==> src/rtl/dma_xfer_pkg.sv <==
package dma_xfer_pkg;

  typedef enum logic [1:0] {
    DIR_MEM2IO  = 2'd0,
    DIR_IO2MEM  = 2'd1,
    DIR_VERIFY  = 2'd2,
    DIR_CASCADE = 2'd3
  } dir_e;

  typedef enum logic [2:0] {
    PH_IDLE   = 3'd0,
    PH_MEM_RD = 3'd1,
    PH_IO_RD  = 3'd2,
    PH_IO_WR  = 3'd3,
    PH_MEM_WR = 3'd4
  } phase_e;

  typedef struct packed {
    dir_e dir;
    logic tc;
    logic word;
  } xfer_attr_t;

  // I/O address codes: type and terminal count are visible to the device
  localparam logic [7:0] IOA_NORM    = 8'h00;
  localparam logic [7:0] IOA_NORM_TC = 8'h04;
  localparam logic [7:0] IOA_VFY     = 8'hC0;
  localparam logic [7:0] IOA_VFY_TC  = 8'hC4;

  localparam int unsigned PORT_W = 16;

endpackage

==> src/rtl/dma_rst_sync.sv <==
module dma_rst_sync (
  input  logic clk,
  input  logic rst_n,
  output logic srst_n
);
  logic [1:0] sync_q;

  always_ff @(posedge clk or negedge rst_n) begin
    if (!rst_n) sync_q <= 2'b00;
    else        sync_q <= {sync_q[0], 1'b1};
  end

  assign srst_n = sync_q[1];
endmodule

==> src/rtl/dma_req_latch.sv <==
module dma_req_latch
  import dma_xfer_pkg::*;
#(
  parameter int unsigned ADDR_W = 32
) (
  input  logic              clk,
  input  logic              srst_n,
  input  logic              ld_en,
  input  xfer_attr_t        attr_d,
  input  logic [ADDR_W-1:0] addr_d,
  output xfer_attr_t        attr_q,
  output logic [ADDR_W-1:0] addr_q
);
  always_ff @(posedge clk or negedge srst_n) begin
    if (!srst_n) begin
      attr_q <= '{dir: DIR_MEM2IO, tc: 1'b0, word: 1'b0};
      addr_q <= '0;
    end else if (ld_en) begin
      attr_q <= attr_d;
      addr_q <= addr_d;
    end
  end
endmodule

==> src/rtl/dma_phase_fsm.sv <==
module dma_phase_fsm
  import dma_xfer_pkg::*;
(
  input  logic   clk,
  input  logic   srst_n,
  input  logic   req_valid,
  input  dir_e   req_dir,
  input  logic   req_word,
  input  logic   req_addr_lsb,
  input  dir_e   lat_dir,
  input  logic   gnt,
  input  logic   cyc_done,
  output phase_e phase,
  output logic   accept,
  output logic   cap_en,
  output logic   done_q,
  output logic   abort_q,
  output logic   err_q
);
  phase_e ph_q, ph_nx;
  logic   done_nx, abort_nx, err_nx;

  assign accept = (ph_q == PH_IDLE) && req_valid;

  always_comb begin
    ph_nx    = ph_q;
    done_nx  = 1'b0;
    abort_nx = 1'b0;
    err_nx   = 1'b0;
    cap_en   = 1'b0;
    unique case (ph_q)
      PH_IDLE: begin
        if (req_valid) begin
          if (req_dir == DIR_CASCADE) begin
            done_nx = 1'b1;
          end else if (req_word && req_addr_lsb && (req_dir != DIR_VERIFY)) begin
            done_nx = 1'b1;
            err_nx  = 1'b1;
          end else if (req_dir == DIR_MEM2IO) begin
            ph_nx = PH_MEM_RD;
          end else if (gnt) begin
            ph_nx = PH_IO_RD;
          end else begin
            done_nx  = 1'b1;
            abort_nx = 1'b1;
          end
        end
      end
      PH_MEM_RD: begin
        if (cyc_done) begin
          cap_en = 1'b1;
          if (gnt) begin
            ph_nx = PH_IO_WR;
          end else begin
            ph_nx    = PH_IDLE;
            done_nx  = 1'b1;
            abort_nx = 1'b1;
          end
        end
      end
      PH_IO_RD: begin
        if (cyc_done) begin
          if (lat_dir == DIR_VERIFY) begin
            ph_nx   = PH_IDLE;
            done_nx = 1'b1;
          end else begin
            cap_en = 1'b1;
            ph_nx  = PH_MEM_WR;
          end
        end
      end
      PH_IO_WR, PH_MEM_WR: begin
        if (cyc_done) begin
          ph_nx   = PH_IDLE;
          done_nx = 1'b1;
        end
      end
      default: ph_nx = PH_IDLE;
    endcase
  end

  always_ff @(posedge clk or negedge srst_n) begin
    if (!srst_n) begin
      ph_q    <= PH_IDLE;
      done_q  <= 1'b0;
      abort_q <= 1'b0;
      err_q   <= 1'b0;
    end else begin
      ph_q    <= ph_nx;
      done_q  <= done_nx;
      abort_q <= abort_nx;
      err_q   <= err_nx;
    end
  end

  assign phase = ph_q;
endmodule

==> src/rtl/dma_lane_map.sv <==
module dma_lane_map
  import dma_xfer_pkg::*;
#(
  parameter int unsigned ADDR_W = 32,
  parameter int unsigned DATA_W = 32
) (
  input  phase_e              phase,
  input  xfer_attr_t          attr,
  input  logic [ADDR_W-1:0]   addr,
  input  logic [PORT_W-1:0]   hold_q,
  input  logic [DATA_W-1:0]   cyc_rdata,
  output logic                cyc_req,
  output logic                cyc_io,
  output logic                cyc_wr,
  output logic [ADDR_W-1:0]   cyc_addr,
  output logic [DATA_W/8-1:0] cyc_be,
  output logic [DATA_W-1:0]   cyc_wdata,
  output logic [PORT_W-1:0]   cap_val
);
  localparam int unsigned LANES = DATA_W / 8;
  localparam int unsigned LSW   = $clog2(LANES);

  logic [LSW-1:0]    lsel;
  logic [LSW:0]      lsel_w;
  logic [LSW:0]      lsel_p1;
  logic [LANES-1:0]  mem_be, io_be;
  logic [DATA_W-1:0] mem_wd, io_wd;
  logic [7:0]        mem_lo, mem_hi;
  logic [7:0]        io_code;

  assign lsel    = addr[LSW-1:0];
  assign lsel_w  = {1'b0, lsel};
  assign lsel_p1 = lsel_w + (LSW+1)'(1);

  for (genvar g = 0; g < LANES; g++) begin : g_lane
    localparam logic [LSW:0] IDX = (LSW+1)'(g);
    logic lo_hit, hi_hit;
    assign lo_hit = (lsel_w == IDX);
    assign hi_hit = attr.word && (lsel_p1 == IDX);
    assign mem_be[g]       = lo_hit || hi_hit;
    assign mem_wd[8*g +: 8] = lo_hit ? hold_q[7:0] : (hi_hit ? hold_q[15:8] : 8'h00);
  end

  // Pick the port-sized value out of the addressed memory lanes
  always_comb begin
    mem_lo = 8'h00;
    mem_hi = 8'h00;
    for (int i = 0; i < LANES; i++) begin
      if (lsel_w == (LSW+1)'(i))  mem_lo = cyc_rdata[8*i +: 8];
      if (lsel_p1 == (LSW+1)'(i)) mem_hi = cyc_rdata[8*i +: 8];
    end
  end

  assign io_be = attr.word ? LANES'(2'b11) : LANES'(1'b1);
  assign io_wd = DATA_W'({(attr.word ? hold_q[15:8] : 8'h00), hold_q[7:0]});

  always_comb begin
    unique case ({attr.dir == DIR_VERIFY, attr.tc})
      2'b00:   io_code = IOA_NORM;
      2'b01:   io_code = IOA_NORM_TC;
      2'b10:   io_code = IOA_VFY;
      default: io_code = IOA_VFY_TC;
    endcase
  end

  always_comb begin
    cyc_req   = 1'b1;
    cyc_io    = 1'b0;
    cyc_wr    = 1'b0;
    cyc_addr  = addr;
    cyc_be    = mem_be;
    cyc_wdata = '0;
    unique case (phase)
      PH_MEM_RD: ;
      PH_MEM_WR: begin
        cyc_wr    = 1'b1;
        cyc_wdata = mem_wd;
      end
      PH_IO_RD: begin
        cyc_io   = 1'b1;
        cyc_addr = ADDR_W'(io_code);
        cyc_be   = io_be;
      end
      PH_IO_WR: begin
        cyc_io    = 1'b1;
        cyc_wr    = 1'b1;
        cyc_addr  = ADDR_W'(io_code);
        cyc_be    = io_be;
        cyc_wdata = io_wd;
      end
      default: begin
        cyc_req  = 1'b0;
        cyc_addr = '0;
        cyc_be   = '0;
      end
    endcase
  end

  always_comb begin
    if (phase == PH_MEM_RD)
      cap_val = {(attr.word ? mem_hi : 8'h00), mem_lo};
    else
      cap_val = {(attr.word ? cyc_rdata[15:8] : 8'h00), cyc_rdata[7:0]};
  end
endmodule

==> src/rtl/dma_hold_reg.sv <==
module dma_hold_reg
  import dma_xfer_pkg::*;
(
  input  logic              clk,
  input  logic              srst_n,
  input  logic              cap_en,
  input  logic [PORT_W-1:0] cap_val,
  output logic [PORT_W-1:0] hold_q
);
  always_ff @(posedge clk or negedge srst_n) begin
    if (!srst_n)     hold_q <= '0;
    else if (cap_en) hold_q <= cap_val;
  end
endmodule

==> src/rtl/dma_xfer_seq.sv <==
module dma_xfer_seq
  import dma_xfer_pkg::*;
#(
  parameter int unsigned ADDR_W = 32,
  parameter int unsigned DATA_W = 32
) (
  input  logic                clk,
  input  logic                rst_n,
  input  logic                req_valid,
  input  logic [1:0]          req_dir,
  input  logic                req_tc,
  input  logic                req_word,
  input  logic [ADDR_W-1:0]   req_addr,
  input  logic                gnt,
  output logic                busy,
  output logic                cyc_req,
  output logic                cyc_io,
  output logic                cyc_wr,
  output logic [ADDR_W-1:0]   cyc_addr,
  output logic [DATA_W/8-1:0] cyc_be,
  output logic [DATA_W-1:0]   cyc_wdata,
  input  logic                cyc_done,
  input  logic [DATA_W-1:0]   cyc_rdata,
  output logic                xfer_done,
  output logic                xfer_abort,
  output logic                xfer_err
);
  logic              srst_n;
  logic              accept, cap_en;
  phase_e            phase;
  xfer_attr_t        req_attr, lat_attr;
  dir_e              lat_dir;
  logic [ADDR_W-1:0] lat_addr;
  logic [PORT_W-1:0] hold_q, cap_val;

  assign req_attr = '{dir: dir_e'(req_dir), tc: req_tc, word: req_word};
  assign lat_dir  = lat_attr.dir;
  assign busy     = (phase != PH_IDLE);

  dma_rst_sync u_rst (
    .clk    (clk),
    .rst_n  (rst_n),
    .srst_n (srst_n)
  );

  dma_req_latch #(.ADDR_W(ADDR_W)) u_latch (
    .clk    (clk),
    .srst_n (srst_n),
    .ld_en  (accept),
    .attr_d (req_attr),
    .addr_d (req_addr),
    .attr_q (lat_attr),
    .addr_q (lat_addr)
  );

  dma_phase_fsm u_fsm (
    .clk          (clk),
    .srst_n       (srst_n),
    .req_valid    (req_valid),
    .req_dir      (req_attr.dir),
    .req_word     (req_word),
    .req_addr_lsb (req_addr[0]),
    .lat_dir      (lat_dir),
    .gnt          (gnt),
    .cyc_done     (cyc_done),
    .phase        (phase),
    .accept       (accept),
    .cap_en       (cap_en),
    .done_q       (xfer_done),
    .abort_q      (xfer_abort),
    .err_q        (xfer_err)
  );

  dma_lane_map #(.ADDR_W(ADDR_W), .DATA_W(DATA_W)) u_lanes (
    .phase     (phase),
    .attr      (lat_attr),
    .addr      (lat_addr),
    .hold_q    (hold_q),
    .cyc_rdata (cyc_rdata),
    .cyc_req   (cyc_req),
    .cyc_io    (cyc_io),
    .cyc_wr    (cyc_wr),
    .cyc_addr  (cyc_addr),
    .cyc_be    (cyc_be),
    .cyc_wdata (cyc_wdata),
    .cap_val   (cap_val)
  );

  dma_hold_reg u_hold (
    .clk     (clk),
    .srst_n  (srst_n),
    .cap_en  (cap_en),
    .cap_val (cap_val),
    .hold_q  (hold_q)
  );
endmodule

==> config.mk <==
export PLATFORM = sky130hd
export DESIGN_NAME = dma_xfer_seq
export DESIGN_NICKNAME = d
export VERILOG_FILES = /design/src/rtl/dma_xfer_pkg.sv /design/src/rtl/dma_rst_sync.sv /design/src/rtl/dma_req_latch.sv /design/src/rtl/dma_phase_fsm.sv /design/src/rtl/dma_lane_map.sv /design/src/rtl/dma_hold_reg.sv /design/src/rtl/dma_xfer_seq.sv
export SDC_FILE = /design/constraint.sdc
export NUM_CORES = 1
export LEC_CHECK = 0
export BUFFER_PORTS_ARGS = -buffer_cell sky130_fd_sc_hd__buf_2
export CAP_MARGIN = 25
export CORE_MARGIN = 5
export CORE_UTILIZATION = 45
export CTS_CLUSTER_DIAMETER = 80
export DETAILED_ROUTE_END_ITERATION = 7
export GPL_TIMING_DRIVEN = 0
export PLACE_DENSITY = 0.77
export SKIP_CTS_REPAIR_TIMING = 1
export SLEW_MARGIN = 20
export SYNTH_ARGS = -nofsm -noshare
export SYNTH_HDL_FRONTEND = slang
export SYNTH_HIERARCHICAL = 1
export SYNTH_SLANG_ARGS = --single-unit
==> constraint.sdc <==
create_clock -name clk -period 1.9 [get_ports clk]
set_clock_uncertainty 0.2 [all_clocks]
set_input_delay 0.285 -clock clk [delete_from_list [all_inputs] [get_ports clk]]
set_output_delay 0.285 -clock clk [all_outputs]
set_load 0.03 [all_outputs]
Yosys cells after proc, flatten, opt, wreduce, memory -nomap -nowiden
Index checks and enable logic that the tools add are counted.
{"block": "word_totals", "register_bits": 60, "input_bits": 73, "output_inout_bits": 75, "wordCells": 115}
{"block": "classes", "n_addsub": 1, "n_eq_ne": 22, "n_mux": 60, "n_reduce_logical": 22}
{"cell": "two-way mux 8 bit", "count": 19}
{"cell": "one-hot mux 32 bit (2 select lines)", "count": 2}
{"cell": "two-way mux 3 bit", "count": 9}
{"cell": "one-hot mux 8 bit (3 select lines)", "count": 1}
{"cell": "two-way mux 1 bit", "count": 21}
{"cell": "two-way mux 16 bit", "count": 1}
{"cell": "equality test 3 x 2 -> 1 bit (second input constant)", "count": 4}
{"cell": "!= test 2 bit (second input constant)", "count": 6}
{"cell": "one-hot mux 3 bit (4 select lines)", "count": 1}
{"cell": "equality test 2 bit (second input constant)", "count": 5}
{"cell": "zero test 3 bit", "count": 3}
{"cell": "one-hot mux 4 bit (2 select lines)", "count": 1}
{"cell": "logical AND 1 bit", "count": 7}
{"cell": "AND reduction 7 bit", "count": 1}
{"cell": "equality test 3 x 1 -> 1 bit (second input constant)", "count": 2}
{"cell": "OR reduction 2 bit", "count": 3}
{"cell": "equality test 2 x 1 -> 1 bit (second input constant)", "count": 2}
{"cell": "zero test 2 bit", "count": 2}
{"cell": "logical OR 1 bit", "count": 4}
{"cell": "two-way mux 2 bit", "count": 2}
{"cell": "one-hot mux 1 bit (2 select lines)", "count": 2}
{"cell": "one-hot mux 1 bit (4 select lines)", "count": 1}
{"cell": "OR reduction 4 bit", "count": 1}
{"cell": "adder 2 x 1 -> 3 bit (second input constant)", "count": 1}
{"cell": "other kinds (4)", "count": 4}

Depth between registers and ports, before layout
Gate-level depths: netlist of the first run.
{"block": "logic_depth", "word_depth": 8, "mapped_depth": 6, "depth_no_buf": 5}

By module
The synthesis of the first run kept the hierarchy.
{"module": "dma_req_latch", "n_inst": 1, "cells_each": 76, "area_per_inst_um2": 1490.2, "seq_area_each_um2": 900.9}
{"module": "dma_lane_map", "n_inst": 1, "cells_each": 208, "area_per_inst_um2": 1311.3, "seq_area_each_um2": 0.0}
{"module": "dma_hold_reg", "n_inst": 1, "cells_each": 34, "area_per_inst_um2": 649.4, "seq_area_each_um2": 400.4}
{"module": "dma_phase_fsm", "n_inst": 1, "cells_each": 50, "area_per_inst_um2": 386.6, "seq_area_each_um2": 150.1}
{"module": "dma_rst_sync", "n_inst": 1, "cells_each": 3, "area_per_inst_um2": 53.8, "seq_area_each_um2": 50.0}
{"module": "dma_xfer_seq", "n_inst": 1, "cells_each": 1, "area_per_inst_um2": 6.3, "seq_area_each_um2": 0.0}

Worst setup path after synthesis of the first run
Ideal clock, no wire load.
{"block": "synth_path", "kind": "reg2out", "from": "register u_latch.addr_q[0]", "to": "output port cyc_be[3]", "arrival_ns": 1.972, "slack_ns": -0.557, "stages_incl_launch_ff": 5, "cell_sequence": "dfrtp_1 buf_2 buf_2 nor2_1 nor4b_1"}
{"block": "synth_between", "elab_chain_len": 5, "elab_cells_between_ends": 6, "cone_classes": "add/sub (1); eq/ne (2); mux (1); reduce/logical (2)"}
{"item": "from (decl)", "line": "dma_req_latch.sv:12", "source": "output logic [ADDR_W-1:0] addr_q"}
{"item": "from (signal assigned)", "line": "dma_req_latch.sv:20", "source": "addr_q <= addr_d;"}
{"item": "adder 2 x 1 -> 3 bit", "line": "dma_lane_map.sv:33", "source": "assign lsel_p1 = lsel_w + (LSW+1)'(1);"}
{"item": "equality test 3 x 2 -> 1 bit", "line": "dma_lane_map.sv:39", "source": "assign hi_hit = attr.word && (lsel_p1 == IDX);"}
{"item": "logical AND 1 bit", "line": "dma_lane_map.sv:39"}
{"item": "logical OR 1 bit (*)", "line": "dma_lane_map.sv:40", "source": "assign mem_be[g] = lo_hit || hi_hit;"}
{"item": "one-hot mux 4 bit (2 select lines) (*)", "line": "dma_lane_map.sv:73", "source": "unique case (phase)"}
{"item": "to (decl)", "line": "dma_xfer_seq.sv:20", "source": "output logic [DATA_W/8-1:0] cyc_be,"}
Mark *: on every way between the ends. The rest lies on a longest branch, timed or not.

Worst setup path in the final report of the first run
{"block": "layout_path", "from": "register u_latch.addr_q[1]", "to": "output port cyc_wdata[15]"}
{"block": "layout_between", "elab_chain_len": 6, "elab_cells_between_ends": 7, "cone_classes": "add/sub (1); eq/ne (2); mux (3); reduce/logical (1)"}
{"item": "adder 2 x 1 -> 3 bit", "line": "dma_lane_map.sv:33"}
{"item": "equality test 3 x 1 -> 1 bit", "line": "dma_lane_map.sv:39"}
{"item": "logical AND 1 bit", "line": "dma_lane_map.sv:39"}
{"item": "two-way mux 8 bit", "line": "dma_lane_map.sv:41", "source": "assign mem_wd[8*g +: 8] = lo_hit ? hold_q[7:0] : (hi_hit ? hold_q[15:8] : 8'h00);"}
{"item": "two-way mux 8 bit (*)", "line": "dma_lane_map.sv:41"}
{"item": "one-hot mux 32 bit (2 select lines) (*)", "line": "dma_lane_map.sv:73"}
{"item": "to (decl)", "line": "dma_xfer_seq.sv:21", "source": "output logic [DATA_W-1:0] cyc_wdata,"}
Marked as above.

==> results of run 1 <==
## layout by cell type (no fill, tap or decap), types with 8 or more instances in the layout
| cell type | n |
|---|---|
| mux2i_1 | 8 |
| mux2_4 | 41 |
| o22ai_1 | 8 |
| dfrtp_1 | 55 |
| clkbuf_4 | 40 |
| buf_6 | 35 |
| o21bai_1 | 8 |
| clkbuf_8 | 12 |
| nor2_1 | 9 |
| and2_1 | 29 |
| mux2_2 | 11 |
| dlygate4sd3_1 | 34 |
| buf_4 | 44 |
| o211ai_1 | 9 |
| inv_1 | 18 |
| a32oi_1 | 8 |
| buf_2 | 77 |
| nand2_1 | 30 |
## sequential cells by signal, indices dropped and copies added, names as in the netlist
| name | cells |
|---|---|
| u_fsm/err_q | 1 |
| u_latch/attr_q | 4 |
| u_fsm/abort_q | 1 |
| u_fsm/done_q | 1 |
| u_fsm/phase | 3 |
| u_hold/hold_q | 16 |
| u_rst/sync_q | 2 |
| u_latch/addr_q | 32 |
## routing by layer
layer,track usage (%),routed length [µm]
met1,30.2,5560
met2,36.5,7110
met3,3.11,830
met4,10.3,494
met5,0,0
## cell type report
cell class                 instances  area, µm²  area share, %
clock buffer                      10        138           2.16
clock inverter                     6       48.8          0.766
inverter                          21       83.8           1.32
antenna                            1       2.50         0.0393
multi-input combinational        266       2370           37.2
timing repair buffer             224       1790           28.0
buffer                            24        295           4.63
sequential                        60       1510           23.7
tap                              108        135           2.12
## power by group
part           internal, mW  total (mW)  switching [mW]
Sequential             1.89        2.50           0.610
Clock                 0.517        1.09           0.570
Combinational          3.31        6.49            3.18
## worst min path at each step
stage                      startpoint                 to  depth (start not counted)
after floorplan                 rst_n    u_rst/sync_q[0]                          0
after global placement          rst_n    u_rst/sync_q[0]                          1
after detailed placement        rst_n    u_rst/sync_q[0]                          1
after CTS                       rst_n    u_rst/sync_q[1]                          1
after global routing      req_addr[0]  u_latch/addr_q[0]                          2
final                     req_addr[0]  u_latch/addr_q[0]                          2
## worst reg2reg max path: cells and delay by family, from the launching register on
kind | cells | cell delay [ns]
compound gates | 1 | 0.31
mux | 1 | 0.25
buf+inv | 4 | 0.55
flops | 1 | 0.46
simple gates | 1 | 0.40
## cells by family after synthesis
group,count (synthesis),synth area share (%)
buffers and inverters,46,7.35
other,1,0.0962
XOR/XNOR,1,0.225
AO/OA/AOI/OAI,91,17.4
multiplexers,60,20.9
AND/OR/NAND/NOR,113,15.5
flip-flops,60,38.5
## through the flow
stage                     utilization (%)  hold WS [ns]  setup slack, ns  cells  setup TNS (ns)
after floorplan                         -        -0.211           -0.153    372           -2.74
after global routing                 74.1      -0.00441           -0.493    720          -39.76
final                                74.1       0.00236           -0.449    720          -33.65
after CTS                            59.2        -0.503           -0.872    643          -54.19
after global placement               57.0        -0.130           -0.457    627          -25.36
after detailed placement             57.0        -0.128           -0.492    627          -27.50
## synthesized netlist by cell type (all sizes together), types with 2 or more instances
master / instances / area share [%]
dfrtp: 60 / 39
nor2: 15 / 1.4
nand2: 31 / 3.0
o21bai: 8 / 1.5
o311a: 8 / 2.2
nor3b: 4 / 0.90
mux2: 52 / 19
a32oi: 8 / 1.8
buf: 12 / 3.8
a22o: 10 / 2.2
nand2b: 5 / 0.80
inv: 21 / 2.0
or3: 3 / 0.48
mux2i: 8 / 2.1
and2: 30 / 4.8
nor2b: 13 / 2.1
a22oi: 8 / 1.5
o22ai: 8 / 1.3
a21oi: 15 / 1.9
a21o: 6 / 1.2
clkbuf: 13 / 1.5
o21ai: 6 / 0.77
nor3: 5 / 0.64
nand3: 2 / 0.26
o211ai: 9 / 1.7
==> run_results.csv, run 1 <==
group,metric,value,unit
sta,max_freq,426,MHz
setup_path,critPathArrivalTime,1.86,ns
detailed_routing,ant_nets,0,
synth,synth_seq_area_share,38.5,%
die,ios,148,
synth,synth.distinct_cells,49,
global_routing,overflow,0,
setup_path,r2r-start,"u_fsm/phase[1]",
detailed_routing,wl_per_cell,19.4,µm
setup_path,cp_cell_sequence,"buf_4 -> nor3b_1 -> a32o_2 -> a22o_2 -> buf_6",
sta,timing.final.hold_violations,0,
setup_path,rrSetupSlack,-0.40,ns
global_routing,first_global_vias,3427,
setup_path,cp_slowest_cell,"dfrtp_1",
die,initial_core_util,45.4,%
setup_path,cp-start-kind,"register",
detailed_routing,vias,3957,
global_routing,grt_max_degree,59,
sta,min_period,2.35,ns
power_and_ir_drop,p_per_area,1580,nW/µm²
power_and_ir_drop,vdd_ir_drop_max,1150,µV
clocking,clock-sinks,60,
global_routing,grt_usage,22.6,%
outcome,status,"finished with violations",
clocking,clkTransAtPathRegs,0.07,ns
sta,final_max_slew_viol_count,0,
setup_path,critPathTopFamily,"compound AO/OA/AOI/OAI gates",
setup_path,rr_worst_depth,7,
clocking,cts_tree,"done",
detailed_routing,drtPass1Iterations,5,
sta,setup_viol,120,
die,die_x,103,µm
synth,synth-edff-count,0,
final_layout,fin_nets,679,
power_and_ir_drop,p_leak,3.07,nW
synth,async_flop_share,100,%
global_routing,grt_pass1_wl,18.2,mm
setup_path,path_class,"reg -> out",
clocking,clk_latency,0.34,ns
placement,port_buffers,147,
global_routing,antenna_found_initial,1,
synth,synthCells,372,
die,dieArea,10600,µm²
die,rows,34,
synth,netlist_area,3900,µm²
outcome,violations,"negative setup slack",
die,die_h,103,µm
placement,dpl.hpwl,8.84,mm
setup_path,cp_max_fo,10,
flow_run,drv_cap,0,
setup_path,crit_path_start,"u_latch/addr_q[1]",
placement,gp_congestion,0.979,
setup_path,endpoint_kind,"output pin",
placement,post_dp_cell_area,4900,µm²
setup_path,rr_endpoint,"u_hold/hold_q[11]",
clocking,numCtsBuffers,9,
final_layout,stdcell_area,6370,µm²
sta,relSlewSlack,48.9,%
final_layout,area_delta_synth_final,63.5,%
die,core_area,8590,µm²
sta,worstMarginPinSlew,0.766,ns
setup_path,cp-endpoint,"cyc_wdata[15]",
sta,worst_slack,-0.449,ns
synth,syn_avg_cell_area,10.5,µm²
setup_path,critical_path_buf_inv_count,2,
detailed_routing,wirelength,14.0,mm
setup_path,cp.required,1.41,ns
synth,ys_warn_count,6,
sta,fin_crit_sh,124,%
min_path,hp-class,"in -> reg",
clocking,htree_levels,3,
detailed_routing,remaining_drc_errors,0,
final_layout,fillers,576,
clocking,clk_root_buffer_cell,"clkbuf_8",
synth,syn-num-nets,445,
synth,ys.flop_type,"dfrtp_1",
power_and_ir_drop,power,10.1,mW
sta,rsz0062_at_grt,"yes",
setup_path,cp_num_cells,5,
detailed_routing,drtIter0Drc,237,
synth,synth_seq_cells,60,
final_layout,drive_above_1_share,55.5,%
setup_path,cpPeakStageDelay,0.39,ns
detailed_routing,routed_via_density,5.50,
clocking,max-clock-path-buffers,2,
No activity file was read; power rests on OpenSTA's default activity.
==> run 2: changes to the inputs <==
CORE_UTILIZATION = 50   (was 45)
PLACE_DENSITY = 0.81   (was 0.77)
clock period = 2.65 ns   (was 1.9 ns; I/O delays follow)
==> run 2 against run 1 <==
Combinational power shrank 45%. Core utilization down 7.7 points. Power shrank 40%. Design area down 20%. The run now ends clean.
==> run_results.csv, run 2 (synthesis gave the netlist of run 1 again) <==
group,metric,value,unit
sta,worst_slack,0.0839,ns
clocking,htree_levels,3,
detailed_routing,ant_nets,0,
detailed_routing,wl_per_cell,18.8,µm
placement,port_buffers,147,
final_layout,layout.area.seq,1510,µm²
clocking,clk_root_buffer_cell,"clkbuf_8",
die,core_area,7650,µm²
detailed_routing,vias,3645,
die,rows,32,
global_routing,grt_pass1_wl,18.9,mm
die,die_x,98.3,µm
setup_path,path_class,"reg -> out",
final_layout,reg_top3,"u_latch/addr_q: 32 flops, u_hold/hold_q: 16 flops, u_latch/attr_q: 4 flops",
clocking,max-clock-path-buffers,2,
sta,timing.final.hold_violations,0,
detailed_routing,drtIter0Drc,219,
clocking,clkTransAtPathRegs,0.07,ns
global_routing,antenna_found_initial,0,
setup_path,critPathArrivalTime,1.97,ns
global_routing,overflow,0,
sta,fin_crit_sh,96.8,%
placement,gp_congestion,0.881,
power_and_ir_drop,p_per_area,1190,nW/µm²
final_layout,multiInputGateArea,2150,µm²
die,ios,148,
setup_path,cp-start-kind,"register",
clocking,numCtsBuffers,9,
placement,dpl_worst_slack,0.0456,ns
final_layout,fin_nets,611,
detailed_routing,routed_via_density,5.65,
sta,worstMarginPinSlew,0.820,ns
clocking,clock-sinks,60,
final_layout,area_delta_synth_final,30.4,%
power_and_ir_drop,p_leak,2.64,nW
die,die_h,98.3,µm
global_routing,grt_max_degree,38,
sta,min_period,2.57,ns
clocking,cts_tree,"done",
final_layout,drive_above_1_share,48.6,%
setup_path,rr_worst_depth,4,
setup_path,cpPeakStageDelay,0.49,ns
sta,max_freq,390,MHz
sta,whs,0.0318,ns
setup_path,cp_cell_sequence,"nor3b_4 -> and2_1 -> clkbuf_4 -> a22o_1 -> buf_2",
die,initial_core_util,51.0,%
setup_path,cp_max_fo,9,
placement,dpl.hpwl,8.63,mm
final_layout,top_register,"u_latch/addr_q",
detailed_routing,wirelength,12.1,mm
sta,rsz0062_at_grt,"yes",
final_layout,final_common_cell,"buf_2",
sta,setup_viol,0,
min_path,hp-class,"reg -> async",
sta,finalSetupTns,0,ns
final_layout,stdcell_area,5080,µm²
final_layout,diodes,0,
final_layout,fillers,629,
global_routing,grt_usage,24.5,%
detailed_routing,drtPass1Iterations,7,
die,dieArea,9660,µm²
detailed_routing,remaining_drc_errors,0,
sta,relSlewSlack,45.1,%
power_and_ir_drop,vdd_ir_drop_max,828,µV
setup_path,cp.required,2.05,ns
global_routing,first_global_vias,3716,
setup_path,endpoint_kind,"output pin",
outcome,status,"complete, no violations",
sta,final_max_slew_viol_count,0,
flow_run,drv_cap,0,
placement,post_dp_cell_area,4780,µm²
final_layout,largest_reg_flops,32,
setup_path,cp_slowest_cell,"dfrtp_2",
clocking,clk_latency,0.34,ns
final_layout,final_cell_mix,"148 x buf_2, 55 x dfrtp_1, 40 x mux2_4",
run 2: changes by cell type in the layout (fill, tap and decap cells not counted), moves of 6 or more:
cell,change
clkbuf_4,-37
a22o_1,+8
clkbuf_2,+6
a22o_2,-7
a21oi_1,+10
buf_2,+71
buf_6,-32
dlygate4sd3_1,-33
buf_4,-37
run 2: worst max-delay path, delay by kind of cell, from the launching register on:
kind,cells,cell delay (ns)
flip-flops,1,0.49
AND/OR/NAND/NOR,2,0.60
AO/OA/AOI/OAI,1,0.14
buffers and inverters,2,0.39
run 2: report_power, final:
part           switching (mW)  internal [mW]
sequential              0.389           1.36
clock                   0.352          0.389
combinational            1.96           1.61
total                    2.70           3.36
run 2: layout make-up:
type,instances,area share [%]
multi-input cells,266,42.4
flip-flops and latches,60,29.7
repair buffers,155,16.0
plain buffers,25,4.48
clock buffers,14,3.20
well taps,102,2.51
inverters,21,1.55
clock inverters,2,0.197
run 2: metal layers:
metal	routed length [µm]	GRT usage (%)
met3	1500	8.43
met5	0	0
met1	4650	30.7
met2	5730	39.1
met4	244	9.03
run 2: worst paths after layout:
check                                     end            start  slack [ns]
max                             cyc_wdata[14]   u_fsm/phase[1]        0.08
min reg2reg                      u_fsm/done_q  u_rst/sync_q[1]        0.03
max in group asynchronous   u_latch/addr_q[3]  u_rst/sync_q[1]        1.71
min                              u_fsm/done_q  u_rst/sync_q[1]        0.03
min in group clk           u_latch/addr_q[30]     req_addr[30]        0.08
max reg2reg                  u_hold/hold_q[6]   u_fsm/phase[0]        0.12
run 2: per-stage QoR:
step	util, %	cells	power (mW)
floorplan	-	372	4.24
global placement	62.3	621	5.04
detailed placement	62.6	622	5.13
CTS	64.8	638	5.89
global route	66.5	645	6.39
finish	66.5	645	6.06
